[config.mk]
export PLATFORM = sky130hd
export DESIGN_NAME = gpio_bc_framer
export DESIGN_NICKNAME = d
export VERILOG_FILES = /design/src/rtl/bcf_pkg.sv /design/src/rtl/bcf_rate_gen.sv /design/src/rtl/bcf_cfg_latch.sv /design/src/rtl/bcf_slot_mux.sv /design/src/rtl/gpio_bc_framer.sv
export SDC_FILE = /design/constraint.sdc
export NUM_CORES = 1
export LEC_CHECK = 0
export BUFFER_PORTS_ARGS = -buffer_cell sky130_fd_sc_hd__buf_2
export CORE_ASPECT_RATIO = 0.75
export CORE_MARGIN = 2
export CORE_UTILIZATION = 30
export DETAILED_ROUTE_END_ITERATION = 6
export GPL_TIMING_DRIVEN = 1
export PLACE_DENSITY = 0.47
export SYNTH_ARGS = -nofsm -noshare
export SYNTH_HDL_FRONTEND = slang
export SYNTH_SLANG_ARGS = --single-unit
[constraint.sdc]
create_clock -name clk -period 2 [get_ports clk]
set_clock_uncertainty 0.05 [all_clocks]
set_input_delay 0.2 -clock clk [delete_from_list [all_inputs] [get_ports clk]]
set_output_delay 0.2 -clock clk [all_outputs]
set_load 0.01 [all_outputs]
[src/rtl/bcf_pkg.sv]
package bcf_pkg;

  typedef enum logic [2:0] {
    BCM_NORMAL = 3'b000,
    BCM_FAST1  = 3'b001,
    BCM_FAST2  = 3'b010,
    BCM_FAST4  = 3'b011
  } bc_mode_e;

  typedef struct packed {
    logic       used;
    logic [1:0] idx;
  } slot_t;

  // Divider minus one: override wins over the select bit.
  function automatic logic [1:0] div_minus1(input logic hs, input logic sel);
    if (hs)       return 2'd0;
    else if (sel) return 2'd1;
    else          return 2'd3;
  endfunction

  // Layout accepted at a boundary: high-speed only while locked, 1xx -> normal.
  function automatic bc_mode_e resolve_mode(input logic [2:0] req, input logic lock);
    if (!lock || req[2]) return BCM_NORMAL;
    case (req[1:0])
      2'b01:   return BCM_FAST1;
      2'b10:   return BCM_FAST2;
      2'b11:   return BCM_FAST4;
      default: return BCM_NORMAL;
    endcase
  endfunction

  // Payload slot p (frame bit p+1) -> which input, if any, it carries.
  function automatic slot_t slot_of(input bc_mode_e m, input int p);
    slot_t s;
    s.used = 1'b0;
    s.idx  = 2'd0;
    case (m)
      BCM_FAST4: begin
        s.used = (p < 24);
        s.idx  = 2'(p % 4);
      end
      BCM_FAST2: begin
        s.used = (p < 20);
        s.idx  = 2'(p % 2);
      end
      BCM_FAST1: begin
        s.used = (p < 30) && ((p % 2) == 0);
        s.idx  = 2'd0;
      end
      default: begin
        s.used = (p < 4);
        s.idx  = 2'(p % 4);
      end
    endcase
    return s;
  endfunction

endpackage

[src/rtl/bcf_rate_gen.sv]
module bcf_rate_gen #(
  parameter int DIV_W = 2
) (
  input  logic             clk,
  input  logic             rst_n,
  input  logic [DIV_W-1:0] div_m1,
  output logic             tick
);
  logic [DIV_W-1:0] cnt;

  assign tick = (cnt == div_m1);

  always_ff @(posedge clk or negedge rst_n) begin
    if (!rst_n)    cnt <= '0;
    else if (tick) cnt <= '0;
    else           cnt <= cnt + 1'b1;
  end

  assert_cnt_bound_R1: assert property (@(posedge clk) disable iff (!rst_n)
    cnt <= div_m1);
  assert_restart_R1: assert property (@(posedge clk) disable iff (!rst_n)
    tick |=> (cnt == '0));

endmodule

[src/rtl/bcf_cfg_latch.sv]
module bcf_cfg_latch
  import bcf_pkg::*;
#(
  parameter int DIV_W = 2
) (
  input  logic             clk,
  input  logic             rst_n,
  input  logic             load,
  input  logic             div_sel,
  input  logic             hs_force,
  input  logic [2:0]       mode_req,
  input  logic             link_lock,
  output logic [DIV_W-1:0] div_m1,
  output bc_mode_e         mode_cur
);
  always_ff @(posedge clk or negedge rst_n) begin
    if (!rst_n) begin
      div_m1   <= DIV_W'(3);
      mode_cur <= BCM_NORMAL;
    end else if (load) begin
      div_m1   <= DIV_W'(div_minus1(hs_force, div_sel));
      mode_cur <= resolve_mode(mode_req, link_lock);
    end
  end

  assert_hold_between_frames_R9: assert property (@(posedge clk) disable iff (!rst_n)
    !load |=> ($stable(mode_cur) && $stable(div_m1)));
  assert_lock_gate_R8: assert property (@(posedge clk) disable iff (!rst_n)
    (load && !link_lock) |=> (mode_cur == BCM_NORMAL));
  assert_force_priority_R2: assert property (@(posedge clk) disable iff (!rst_n)
    (load && hs_force) |=> (div_m1 == '0));

endmodule

[src/rtl/bcf_slot_mux.sv]
module bcf_slot_mux
  import bcf_pkg::*;
#(
  parameter int FRAME_LEN = 32,
  parameter int N_GPIO    = 4
) (
  input  logic              clk,
  input  logic              rst_n,
  input  logic              tick,
  input  bc_mode_e          mode,
  input  logic [N_GPIO-1:0] gpio_in,
  output logic              frame_last,
  output logic              ser_bit,
  output logic              bit_vld,
  output logic              frame_sof
);
  localparam int POS_W = $clog2(FRAME_LEN);

  logic [POS_W-1:0] pos;
  slot_t            cur_slot;
  logic             payload_bit;
  logic             at_marker;

  assign frame_last = (pos == POS_W'(FRAME_LEN - 1));
  assign at_marker  = (pos == '0);

  always_comb begin
    cur_slot = slot_of(mode, int'(pos) - 1);
    if (at_marker)          payload_bit = 1'b1;
    else if (cur_slot.used) payload_bit = gpio_in[cur_slot.idx];
    else                    payload_bit = 1'b0;
  end

  always_ff @(posedge clk or negedge rst_n) begin
    if (!rst_n) begin
      pos       <= '0;
      ser_bit   <= 1'b0;
      bit_vld   <= 1'b0;
      frame_sof <= 1'b0;
    end else begin
      bit_vld   <= tick;
      frame_sof <= tick && at_marker;
      if (tick) begin
        ser_bit <= payload_bit;
        pos     <= frame_last ? '0 : pos + 1'b1;
      end
    end
  end

  assert_marker_R3: assert property (@(posedge clk) disable iff (!rst_n)
    frame_sof |-> (ser_bit && bit_vld));
  assert_wrap_R3: assert property (@(posedge clk) disable iff (!rst_n)
    (tick && frame_last) |=> (pos == '0));

endmodule

[src/rtl/gpio_bc_framer.sv]
module gpio_bc_framer
  import bcf_pkg::*;
#(
  parameter int FRAME_LEN = 32,
  parameter int N_GPIO    = 4
) (
  input  logic              clk,
  input  logic              rst_n,
  input  logic              div_sel,
  input  logic              hs_force,
  input  logic [2:0]        mode_req,
  input  logic              link_lock,
  input  logic [N_GPIO-1:0] gpio_in,
  output logic              ser_bit,
  output logic              bit_vld,
  output logic              frame_sof,
  output logic [2:0]        mode_eff
);
  localparam int DIV_W = 2;

  logic             bit_tick;
  logic             frame_last;
  logic             frame_load;
  logic [DIV_W-1:0] cfg_div_m1;
  bc_mode_e         cfg_mode;

  assign frame_load = bit_tick && frame_last;
  assign mode_eff   = cfg_mode;

  bcf_rate_gen #(.DIV_W(DIV_W)) u_rate (
    .clk    (clk),
    .rst_n  (rst_n),
    .div_m1 (cfg_div_m1),
    .tick   (bit_tick)
  );

  bcf_cfg_latch #(.DIV_W(DIV_W)) u_cfg (
    .clk       (clk),
    .rst_n     (rst_n),
    .load      (frame_load),
    .div_sel   (div_sel),
    .hs_force  (hs_force),
    .mode_req  (mode_req),
    .link_lock (link_lock),
    .div_m1    (cfg_div_m1),
    .mode_cur  (cfg_mode)
  );

  bcf_slot_mux #(.FRAME_LEN(FRAME_LEN), .N_GPIO(N_GPIO)) u_slot (
    .clk        (clk),
    .rst_n      (rst_n),
    .tick       (bit_tick),
    .mode       (cfg_mode),
    .gpio_in    (gpio_in),
    .frame_last (frame_last),
    .ser_bit    (ser_bit),
    .bit_vld    (bit_vld),
    .frame_sof  (frame_sof)
  );

  assert_fast_rate_R2: assert property (@(posedge clk) disable iff (!rst_n)
    (cfg_div_m1 == '0) |=> bit_vld);
  assert_no_reserved_R11: assert property (@(posedge clk) disable iff (!rst_n)
    mode_eff[2] == 1'b0);

endmodule

==> reports/metrics.yaml, run 1 <==
die:
  dieWidth_um: 65.6
  rows: 16
  die-area_um2: 3300
  die_h_um: 50.2
  core_um2: 2660
  io_pins: 18
  initial_utilization: 0.321
clocking:
  cts_tree: "yes"
  cts_resized: 0
  numCtsBuffers: 3
  ctsHoldBuffers: 1
  htreeDepth: 1
  clkSlewWorstSetupHoldPaths_ns: 0.06
  postCtsSetupRepairBufs: 0
  clockBufferDepth: 2
  clock_latency_ns: 0.24
  clk_root_buffer_cell: "clkbuf_8"
  cts.sinks: 14
synth:
  yosysSeqAreaShare: 0.413
  synth-edff-count: 0
  yosysMostFrequentCell: "dfrtp_1"
  synth-seq-cells: 14
  netlist_instances: 87
  synthDominantCellAreaShare: 0.351
  synth_area_um2: 855
  synthDistinctLibCells: 32
  async_reset_ff_frac: 1.00
  synthTopCellsByCount: "dfrtp_1 (12), nand2_1 (11), o21ai_1 (9)"
  synth_nets: 102
  synth_area_leaders: "dfrtp_1 (35%), dfstp_2 (6.1%), xnor2_1 (6.1%)"
  synth_area_leader_cell: "dfrtp_1"
  syn-mean-instance-area_um2: 9.82
  synth_warnings: 0
  yosys_most_used_dff: "dfrtp_1"
placement:
  dp_slack_ns: 0.250
  numPortBuffers: 16
  place_area_um2: 942
  place.gp.congestion: 0.775
  dpl.hpwl_um: 1210
sta:
  hold_violations: 0
  timing.final.ws_setup_ns: 0.221
  rsz0062_at_grt: "false"
  setup-tns-final_ns: 0
  setup-violations-final: 0
  finalMaxSlewViolations: 0
  whs_ns: 0.0499
  fmax_mhz: 562
  finalCritPeriodShare: 0.889
  post-route-min-period_ns: 1.78
grt:
  grt.total_usage: 0.109
  overflow: 0
  grt_max_degree: 15
  use_met2: 0.163
  grt_pass1_vias: 579
  grt.busiest_layer: "met2"
  grtUsageMet1: 0.150
  grt_pass1_wl_um: 2700
  use_met3: 0.0471
  antenna_found_initial: 0
min_path:
  holdCritPathClass: "input port to register"
pwr:
  peakVddDrop_uv: 304
  power.density_nw_per_um2: 577
  p_leak_nw: 0.456
critical_path:
  crit_path_max_fanout: 7
  cpPeakStageDelay_ns: 0.49
  path_cells: "inv_1 -> ha_1 -> o2bb2ai_2 -> mux4_2 -> o21ai_1 -> o31ai_2"
  end_kind: "register"
  start_kind: "register"
  cp_top_family: "flip-flops"
  critical_path_class: "register to register"
  required_ns: 2.07
  crit_slowest_cell: "dfrtp_1"
  path_buf_inv: 1
  worstPathArrival_ns: 1.85
drt:
  drt_iter0_drc: 37
  first_pass_iters: 4
  vias_per_cell: 4.67
  finalWirelength_um: 1620
  drcViolationCount: 0
  wl_per_cell_um: 11.6
  ant_nets: 0
  num_vias: 654
job:
  maxCapViolCount: 0
status:
  status: "finished, final reports clean"
layout:
  fin_util: 0.378
  area_growth_pct: 17.9
  drive_above_1_share: 0.279
  stdcell_area_um2: 1010
  nets: 120
  diodes: 0
-- registers in the layout, indices dropped and copies added, names as in the netlist --
register          cells
u_slot.pos            5
u_cfg.div_m1          2
u_cfg.mode_cur        2
u_rate.cnt            2
u_slot.bit_vld        1
u_slot.frame_sof      1
u_slot.ser_bit        1
-- path summary, 6_finish.rpt --
check | depth (start not counted) | slack (ns) | start | to
max reg2reg | 6 | 0.22 | u_slot.pos[0]$_DFFE_PN0P_ | u_slot.ser_bit$_DFFE_PN0P_
min reg2reg | 2 | 0.42 | u_cfg.div_m1[0]$_DFFE_PN1P_ | u_cfg.div_m1[0]$_DFFE_PN1P_
min in group asynchronous | 2 | 0.33 | rst_n | u_slot.pos[4]$_DFFE_PN0P_
max in group asynchronous | 2 | 1.28 | rst_n | u_cfg.div_m1[1]$_DFFE_PN1P_
max | 6 | 0.22 | u_slot.pos[0]$_DFFE_PN0P_ | u_slot.ser_bit$_DFFE_PN0P_
min | 2 | 0.05 | div_sel | u_cfg.div_m1[1]$_DFFE_PN1P_
-- report_power, final --
part | internal (mW) | switching, mW | total, mW | leakage [nW]
Sequential | 0.285 | 0.000471 | 0.285 | 0.161
Combinational | 0.0129 | 0.0119 | 0.0248 | 0.266
Clock | 0.174 | 0.0973 | 0.271 | 0.0288
Total | 0.472 | 0.110 | 0.581 | 0.456
-- kinds of logic (layout without fill, tap and decap cells) --
family	after synthesis	in the layout	synth area share
flops	14	14	0.413
buf+inv	8	25	0.0615
simple gates	32	32	0.217
other cells	1	1	0.00439
xor+xnor	7	7	0.0717
mux	2	2	0.0381
fa+ha+maj	3	3	0.0439
compound gates	20	20	0.151
-- layout make-up --
cell class | instances | area [um^2]
Clock buffer | 4 | 55.1
Fill cell | 279 | 1660
Inverter | 4 | 15.0
Multi-Input combinational cell | 65 | 449
Sequential cell | 14 | 353
Tap cell | 36 | 45.0
Timing Repair Buffer | 17 | 90.1
-- cell usage in the layout, fill, tap and decap left out --
| cell | instances |
|---|---|
| inv_2 | 1 |
| nand2b_1 | 3 |
| buf_2 | 16 |
| mux4_2 | 1 |
| inv_1 | 3 |
| o32ai_1 | 1 |
| nor3_4 | 1 |
| dfrtp_1 | 12 |
| nor4_1 | 1 |
| o31ai_1 | 1 |
| o2bb2ai_2 | 1 |
| o31ai_2 | 1 |
| nor4b_4 | 1 |
| or3_1 | 1 |
| nand3b_1 | 3 |
| o21ai_1 | 9 |
| dlygate4sd3_1 | 1 |
| xor2_1 | 1 |
| nand3_1 | 2 |
| and3_1 | 1 |
| nand2_1 | 11 |
| ha_1 | 3 |
| mux2i_1 | 1 |
| a21oi_1 | 3 |
| clkbuf_8 | 4 |
| nor2_1 | 6 |
| nor3_1 | 1 |
| dfstp_2 | 2 |
| a211oi_1 | 2 |
| xnor2_1 | 6 |
| o21ai_0 | 2 |
| conb_1 | 1 |
| nand2_2 | 1 |
-- routing by layer --
metal,part of all wire,vias up,wire length (um)
li1,-,335,-
met1,0.52,302,839
met2,0.43,17,693
met3,0.053,0,86
met4,0,0,0
met5,0,-,0
-- worst reg2reg max path, cell delays in order (launching register included) --
cell and delay (ns):
dfrtp_1 0.49, inv_1 0.13, ha_1 0.36, o2bb2ai_2 0.14, mux4_2 0.30, o21ai_1 0.13, o31ai_2 0.07
-- through the flow --
| stage | power [mW] | cells |
|---|---|---|
| floorplan | 0.298 | 87 |
| global placement | 0.314 | 135 |
| detailed placement | 0.314 | 135 |
| CTS | 0.592 | 140 |
| global route | 0.608 | 140 |
| finish | 0.581 | 140 |
No activity file was read; power rests on OpenSTA's default activity.
==> inputs of run 2 (changes only) <==
--- a/config.mk
+++ b/config.mk
@@ -14,4 +14,5 @@
 export PLACE_DENSITY = 0.47
 export SYNTH_ARGS = -nofsm -noshare
 export SYNTH_HDL_FRONTEND = slang
+export SYNTH_HIERARCHICAL = 1
 export SYNTH_SLANG_ARGS = --single-unit
==> run 2 against run 1 <==
Against the previous run:
- fmax down 7.6%
- largest cell class unchanged
- cell count rose by 15%
- combinational power is 3% higher
- sequential share of layout area fell by 4.4 points
- critical path depth shrank 1
- routed wire length increased by 22%
- via count increased by 19%
- power is 6.4% lower
- sequential power is essentially flat
- flip-flop and latch count is the same
- die area up 8.2%
- critical path type unchanged
- non-clock buffer count rose by 8
==> reports/metrics.yaml, run 2 <==
layout:
  final_cell_mix: "buf_2 (16), dfrtp_1 (12), buf_4 (8), inv_1 (8), nor2_1 (7)"
  largest_reg_flops: 5  # unchanged
  diodes: 0  # unchanged
  finalNonFillerCells: 161  # +15%
  area_growth_pct: 24.0
  nets: 139  # +16%
  layout_commonest_cell: "buf_2"
  top_register: "u_slot/pos"
  drive_above_1_share: 0.350  # +0.0707
sta:
  hold_violations: 0  # unchanged
  finalMaxSlewViolations: 0  # unchanged
  setup-violations-final: 0  # unchanged
  post-route-min-period_ns: 1.93  # +0.147 ns
  rsz0062_at_grt: "false"
  fmax_mhz: 519  # -7.6%
  timing.final.ws_setup_ns: 0.0744  # -0.147 ns
  finalCritPeriodShare: 0.963  # +0.0735
  setup-tns-final_ns: 0  # unchanged
status:
  status: "finished, final reports clean"
drt:
  first_pass_iters: 4  # unchanged
  wl_per_cell_um: 12.3  # +6.3%
  ant_nets: 0  # unchanged
  vias_per_cell: 4.84  # +3.6%
  finalWirelength_um: 1980  # +22%
  num_vias: 779  # +19%
  drt_iter0_drc: 31  # -16%
  drcViolationCount: 0  # unchanged
clocking:
  cts_tree: "yes"
  numCtsBuffers: 3  # unchanged
  htreeDepth: 1  # unchanged
  clockBufferDepth: 2  # unchanged
  clk_root_buffer_cell: "clkbuf_8"
  clock_latency_ns: 0.24  # about the same
  cts.sinks: 14  # unchanged
  postCtsSetupRepairBufs: 0  # unchanged
  clkSlewWorstSetupHoldPaths_ns: 0.06  # about the same
critical_path:
  path_cells: "buf_4 -> a21oi_1 -> mux2_1 -> or4_1 -> and4_1"
  cpPeakStageDelay_ns: 0.46  # -0.03 ns
  crit_path_start: "u_slot/pos[0]$_DFFE_PN0P_"
  cp_top_family: "simple AND/OR/NAND/NOR gates"
  crit_path_max_fanout: 10  # +3
  critical_path_class: "register to register"
  crit_slowest_cell: "or4_1"
  worstPathArrival_ns: 2.00  # +0.15 ns
  regToRegStartpoint: "u_slot/pos[0]$_DFFE_PN0P_"
  start_kind: "register"
  end_kind: "register"
  required_ns: 2.07  # about the same
  path_buf_inv: 1  # unchanged
grt:
  antenna_found_initial: 0  # unchanged
  grt.total_usage: 0.130  # +0.0216
  grt_pass1_wl_um: 3350  # +24%
  grt_pass1_vias: 686  # +18%
  overflow: 0  # unchanged
  grt_max_degree: 15  # unchanged
pwr:
  p_leak_nw: 0.539  # +18%
  power.density_nw_per_um2: 472  # -18%
  peakVddDrop_uv: 270  # -11%
  totalPowerFinal_uw: 544  # -6.4%
synth:
  yosysSeqAreaShare: 0.380  # -0.0333
  synth_area_leaders: "dfrtp_1 (32%), dfstp_2 (5.7%), ha_1 (4.0%)"
  async_reset_ff_frac: 1.00  # unchanged
  synthDistinctLibCells: 46  # +44%
  synth_area_leader_cell: "dfrtp_1"
  synth_nets: 114  # +12%
  synth-seq-cells: 14  # unchanged
  synth_warnings: 6  # +6
  netlist_instances: 99  # +14%
  syn-mean-instance-area_um2: 9.39  # -4.4%
  synthTopCellsByCount: "dfrtp_1 (12), inv_1 (8), nor2_1 (8)"
  synth-edff-count: 0  # unchanged
  synthDominantCellAreaShare: 0.323  # -0.0284
  yosys_most_used_dff: "dfrtp_1"
  yosysMostFrequentCell: "dfrtp_1"
  synth_area_um2: 930  # +8.8%
min_path:
  hp-start: "hs_force"
  holdCritPathClass: "input port to register"
die:
  die_h_um: 52.2  # +4.0%
  dieWidth_um: 68.3  # +4.0%
  die-area_um2: 3560  # +8.2%
  rows: 17  # +1
  core_um2: 2960  # +11%
  io_pins: 18  # unchanged
  initial_utilization: 0.314  # -0.00653
placement:
  dpl.hpwl_um: 1570  # +29%
  place_inst: 156  # +16%
  place.gp.congestion: 0.892  # +15%
  numPortBuffers: 16  # unchanged
  dp_slack_ns: 0.0461  # -0.204 ns
job:
  maxCapViolCount: 0  # unchanged
## run 2: repair_timing
item | CTS | global route
gates resized for setup | 0 | 5
endpoints found under the setup margin | 0 | 2
endpoints found under the hold margin | 12 | 0
hold buffers | 1 | 0
## run 2: kinds of logic after synthesis
kind of cell | share of synthesized area
and+or+nand+nor | 0.211
AOI/OAI and AO/OA | 0.192
xor gates and xnor gates | 0.0377
buffers and inverters | 0.0727
muxes | 0.0619
other | 0.00403
DFF | 0.380
adders and majority gates | 0.0404
## run 2: where the power goes
group	switching [mW]	total (mW)	internal [mW]
registers	0.000489	0.285	0.285
logic	0.0129	0.0255	0.0126
clock network	0.0932	0.234	0.141
total	0.107	0.544	0.438
## run 2: per-layer routing
| layer | track usage | vias up | share of wire |
|---|---|---|---|
| met2 | 0.176 | 18 | 0.43 |
| met3 | 0.0387 | 0 | 0.048 |
| met5 | 0 | - | 0 |
| met4 | 0.0200 | 0 | 0 |
| li1 | - | 400 | - |
| met1 | 0.204 | 361 | 0.52 |
## run 2: cell type report
cell class,instances,area (um^2)
Fill cell,307,1800
Inverter,8,30.0
Timing Repair Buffer,25,150
Clock buffer,4,45.0
Tap cell,38,47.5
Multi-Input combinational cell,72,527
Sequential cell,14,353
## run 2: worst paths after layout
check	to	slack [ns]	cells after the start
worst min-delay path	u_cfg/div_m1[0]$_DFFE_PN1P_	0.06	2
worst max register to register	u_slot/ser_bit$_DFFE_PN0P_	0.07	5
worst min register to register	u_cfg/div_m1[0]$_DFFE_PN1P_	0.45	2
max in group asynchronous	u_cfg/div_m1[1]$_DFFE_PN1P_	1.27	2
min in group asynchronous	u_rate/cnt[1]$_DFF_PN0_	0.33	2
worst max-delay path	u_slot/ser_bit$_DFFE_PN0P_	0.07	5
## run 2: metrics by stage
step / cell area (um^2) / hold slack (ns) / util
3_3_place_gp: 1080 / 0.0714 / 0.366
2_1_floorplan: 933 / -0.146 / -
4_1_cts: 1140 / 0.0508 / 0.385
5_1_grt: 1150 / 0.0595 / 0.390
3_5_place_dp: 1080 / 0.0741 / 0.366
6_report: 1150 / 0.0607 / 0.390
==> inputs of run 3 (changes only) <==
--- a/config.mk
+++ b/config.mk
@@ -8,10 +8,10 @@
 export BUFFER_PORTS_ARGS = -buffer_cell sky130_fd_sc_hd__buf_2
 export CORE_ASPECT_RATIO = 0.75
 export CORE_MARGIN = 2
-export CORE_UTILIZATION = 30
+export CORE_UTILIZATION = 53
 export DETAILED_ROUTE_END_ITERATION = 6
 export GPL_TIMING_DRIVEN = 1
-export PLACE_DENSITY = 0.47
+export PLACE_DENSITY = 0.75
 export SYNTH_ARGS = -nofsm -noshare
 export SYNTH_HDL_FRONTEND = slang
 export SYNTH_HIERARCHICAL = 1
==> run 3 against run 2 <==
Against the previous run:
- count of clock-buffer cells in the layout unchanged
- utilization up 28 points
- cell count down 9.9%
- critical endpoint unchanged
- flip-flop and latch count unchanged
- highest routed layer is now met4
- register-to-register slack about the same
- combinational power up 3%
==> reports/metrics.yaml, run 3 (same netlist as run 2, synthesis figures left out) <==
clocking:
  clkSlewWorstSetupHoldPaths_ns: 0.09  # +0.03 ns
  numCtsBuffers: 3  # unchanged
  htreeDepth: 1  # unchanged
  cts_tree: "yes"
  clk_root_buffer_cell: "clkbuf_4"
  clockBufferDepth: 2  # unchanged
  cts.sinks: 14  # unchanged
  clock_latency_ns: 0.28  # +0.04 ns
sta:
  timing.final.ws_setup_ns: 0.0831  # +0.00870 ns
  finalCritPeriodShare: 0.958  # -0.00435
  fmax_mhz: 522  # +0.45%
  whs_ns: 0.0196  # -0.0411 ns
  setup-tns-final_ns: 0  # unchanged
  finalMaxSlewViolations: 0  # unchanged
  post-route-min-period_ns: 1.92  # -0.00870 ns
  setup-violations-final: 0  # unchanged
  hold_violations: 0  # unchanged
die:
  die_h_um: 40.3  # -23%
  rows: 13  # -4
  die-area_um2: 2110  # -41%
  core_um2: 1690  # -43%
  io_pins: 18  # unchanged
  initial_utilization: 0.550  # +0.235
  dieWidth_um: 52.4  # -23%
min_path:
  whs_path_depth: 2  # unchanged
  holdCritPathClass: "input port to register"
drt:
  num_vias: 830  # +6.5%
  drt_iter0_drc: 24  # -23%
  wl_per_cell_um: 14.8  # +21%
  ant_nets: 0  # unchanged
  vias_per_cell: 5.72  # +18%
  drcViolationCount: 0  # unchanged
  first_pass_iters: 4  # unchanged
  finalWirelength_um: 2150  # +8.5%
layout:
  area_growth_pct: 21.4
  stdcell_area_um2: 1130  # -2.1%
  finalNonFillerCells: 145  # -9.9%
  top_register: "u_slot/pos"
  layout_commonest_cell: "buf_2"
  drive_above_1_share: 0.366  # +0.0163
  fin_util: 0.667  # +0.277
  diodes: 0  # unchanged
  largest_reg_flops: 5  # unchanged
  nets: 139  # unchanged
  final_cell_mix: "buf_2 (16), dfrtp_1 (12), buf_4 (8), inv_1 (8), nor2_1 (7)"
critical_path:
  crit_path_max_fanout: 4  # -6
  start_kind: "register"
  path_cells: "inv_1 -> ha_2 -> or4b_4 -> a21oi_2 -> o221ai_2 -> o2111ai_1 -> and4_1"
  required_ns: 2.17  # +0.10 ns
  r2r_cells: 7  # +2
  critical_path_class: "register to register"
  crit_slowest_cell: "or4b_4"
  end_kind: "register"
  worstPathArrival_ns: 2.09  # +0.09 ns
  cpPeakStageDelay_ns: 0.52  # +0.06 ns
grt:
  grt.total_usage: 0.221  # +0.0903
  antenna_found_initial: 0  # unchanged
  grt_max_degree: 15  # unchanged
  grt_pass1_vias: 717  # +4.5%
  overflow: 0  # unchanged
  grt_pass1_wl_um: 3260  # -2.7%
placement:
  place.gp.congestion: 0.763  # -14%
  numPortBuffers: 16  # unchanged
  place_inst: 139  # -11%
  place_area_um2: 1050  # -2.5%
  dpl.hpwl_um: 1560  # -0.64%
  dp_slack_ns: 0.0617  # +0.0156 ns
pwr:
  peakVddDrop_uv: 393  # +46%
  power.density_nw_per_um2: 457  # -3.3%
  totalPowerFinal_uw: 516  # -5.3%
  p_leak_nw: 0.540  # +0.16%
job:
  maxCapViolCount: 0  # unchanged
status:
  status: "finished, final reports clean"
==> run 3: cell counts in the layout (fill, tap and decap cells not counted) <==
Identical to the previous run, type by type.
==> run 3: report_power, final <==
part	total, mW	switching (mW)	leakage (nW)	internal, mW
sequential	0.285	0.000730	0.164	0.284
clock	0.205	0.0940	0.0210	0.111
combinational	0.0263	0.0136	0.356	0.0127
total	0.516	0.108	0.540	0.407
==> run 3: layout make-up <==
class	count	area [um^2]
Fill cell	135	563
Clock buffer	4	36.3
Sequential cell	14	353
Tap cell	22	27.5
Multi-Input combinational cell	72	532
Inverter	8	30.0
Timing Repair Buffer	25	150
==> run 3: final timing paths <==
| path | from | to | slack [ns] |
|---|---|---|---|
| worst max-delay path | u_slot/pos[0]$_DFFE_PN0P_ | u_slot/ser_bit$_DFFE_PN0P_ | 0.08 |
| worst min-delay path | hs_force | u_cfg/div_m1[0]$_DFFE_PN1P_ | 0.02 |
| worst max register to register | u_slot/pos[0]$_DFFE_PN0P_ | u_slot/ser_bit$_DFFE_PN0P_ | 0.08 |
| worst min register to register | u_cfg/div_m1[0]$_DFFE_PN1P_ | u_cfg/div_m1[0]$_DFFE_PN1P_ | 0.46 |
| max in group asynchronous | rst_n | u_cfg/div_m1[0]$_DFFE_PN1P_ | 1.31 |
| min in group asynchronous | rst_n | u_slot/pos[1]$_DFFE_PN0P_ | 0.30 |
==> run 3: worst max-delay path, delay by kind of cell (launching register included) <==
kind	cells	cell delay, ns
fa+ha+maj	1	0.20
flops	1	0.40
simple gates	2	0.73
compound gates	3	0.41
buf+inv	1	0.07
==> run 3: layer usage <==
layer,track usage,part of all wire,routed length (um)
met5,0,0,0
met4,0.0385,0.0037,8
met3,0.0336,0.061,132
met2,0.334,0.47,1020
met1,0.336,0.46,992
==> run 3: repair_timing <==
action,CTS,global route
buffers inserted,0,1
gates resized for setup,0,6
endpoints found under the setup margin,0,2
endpoints found under the hold margin,12,0
hold buffers,1,0
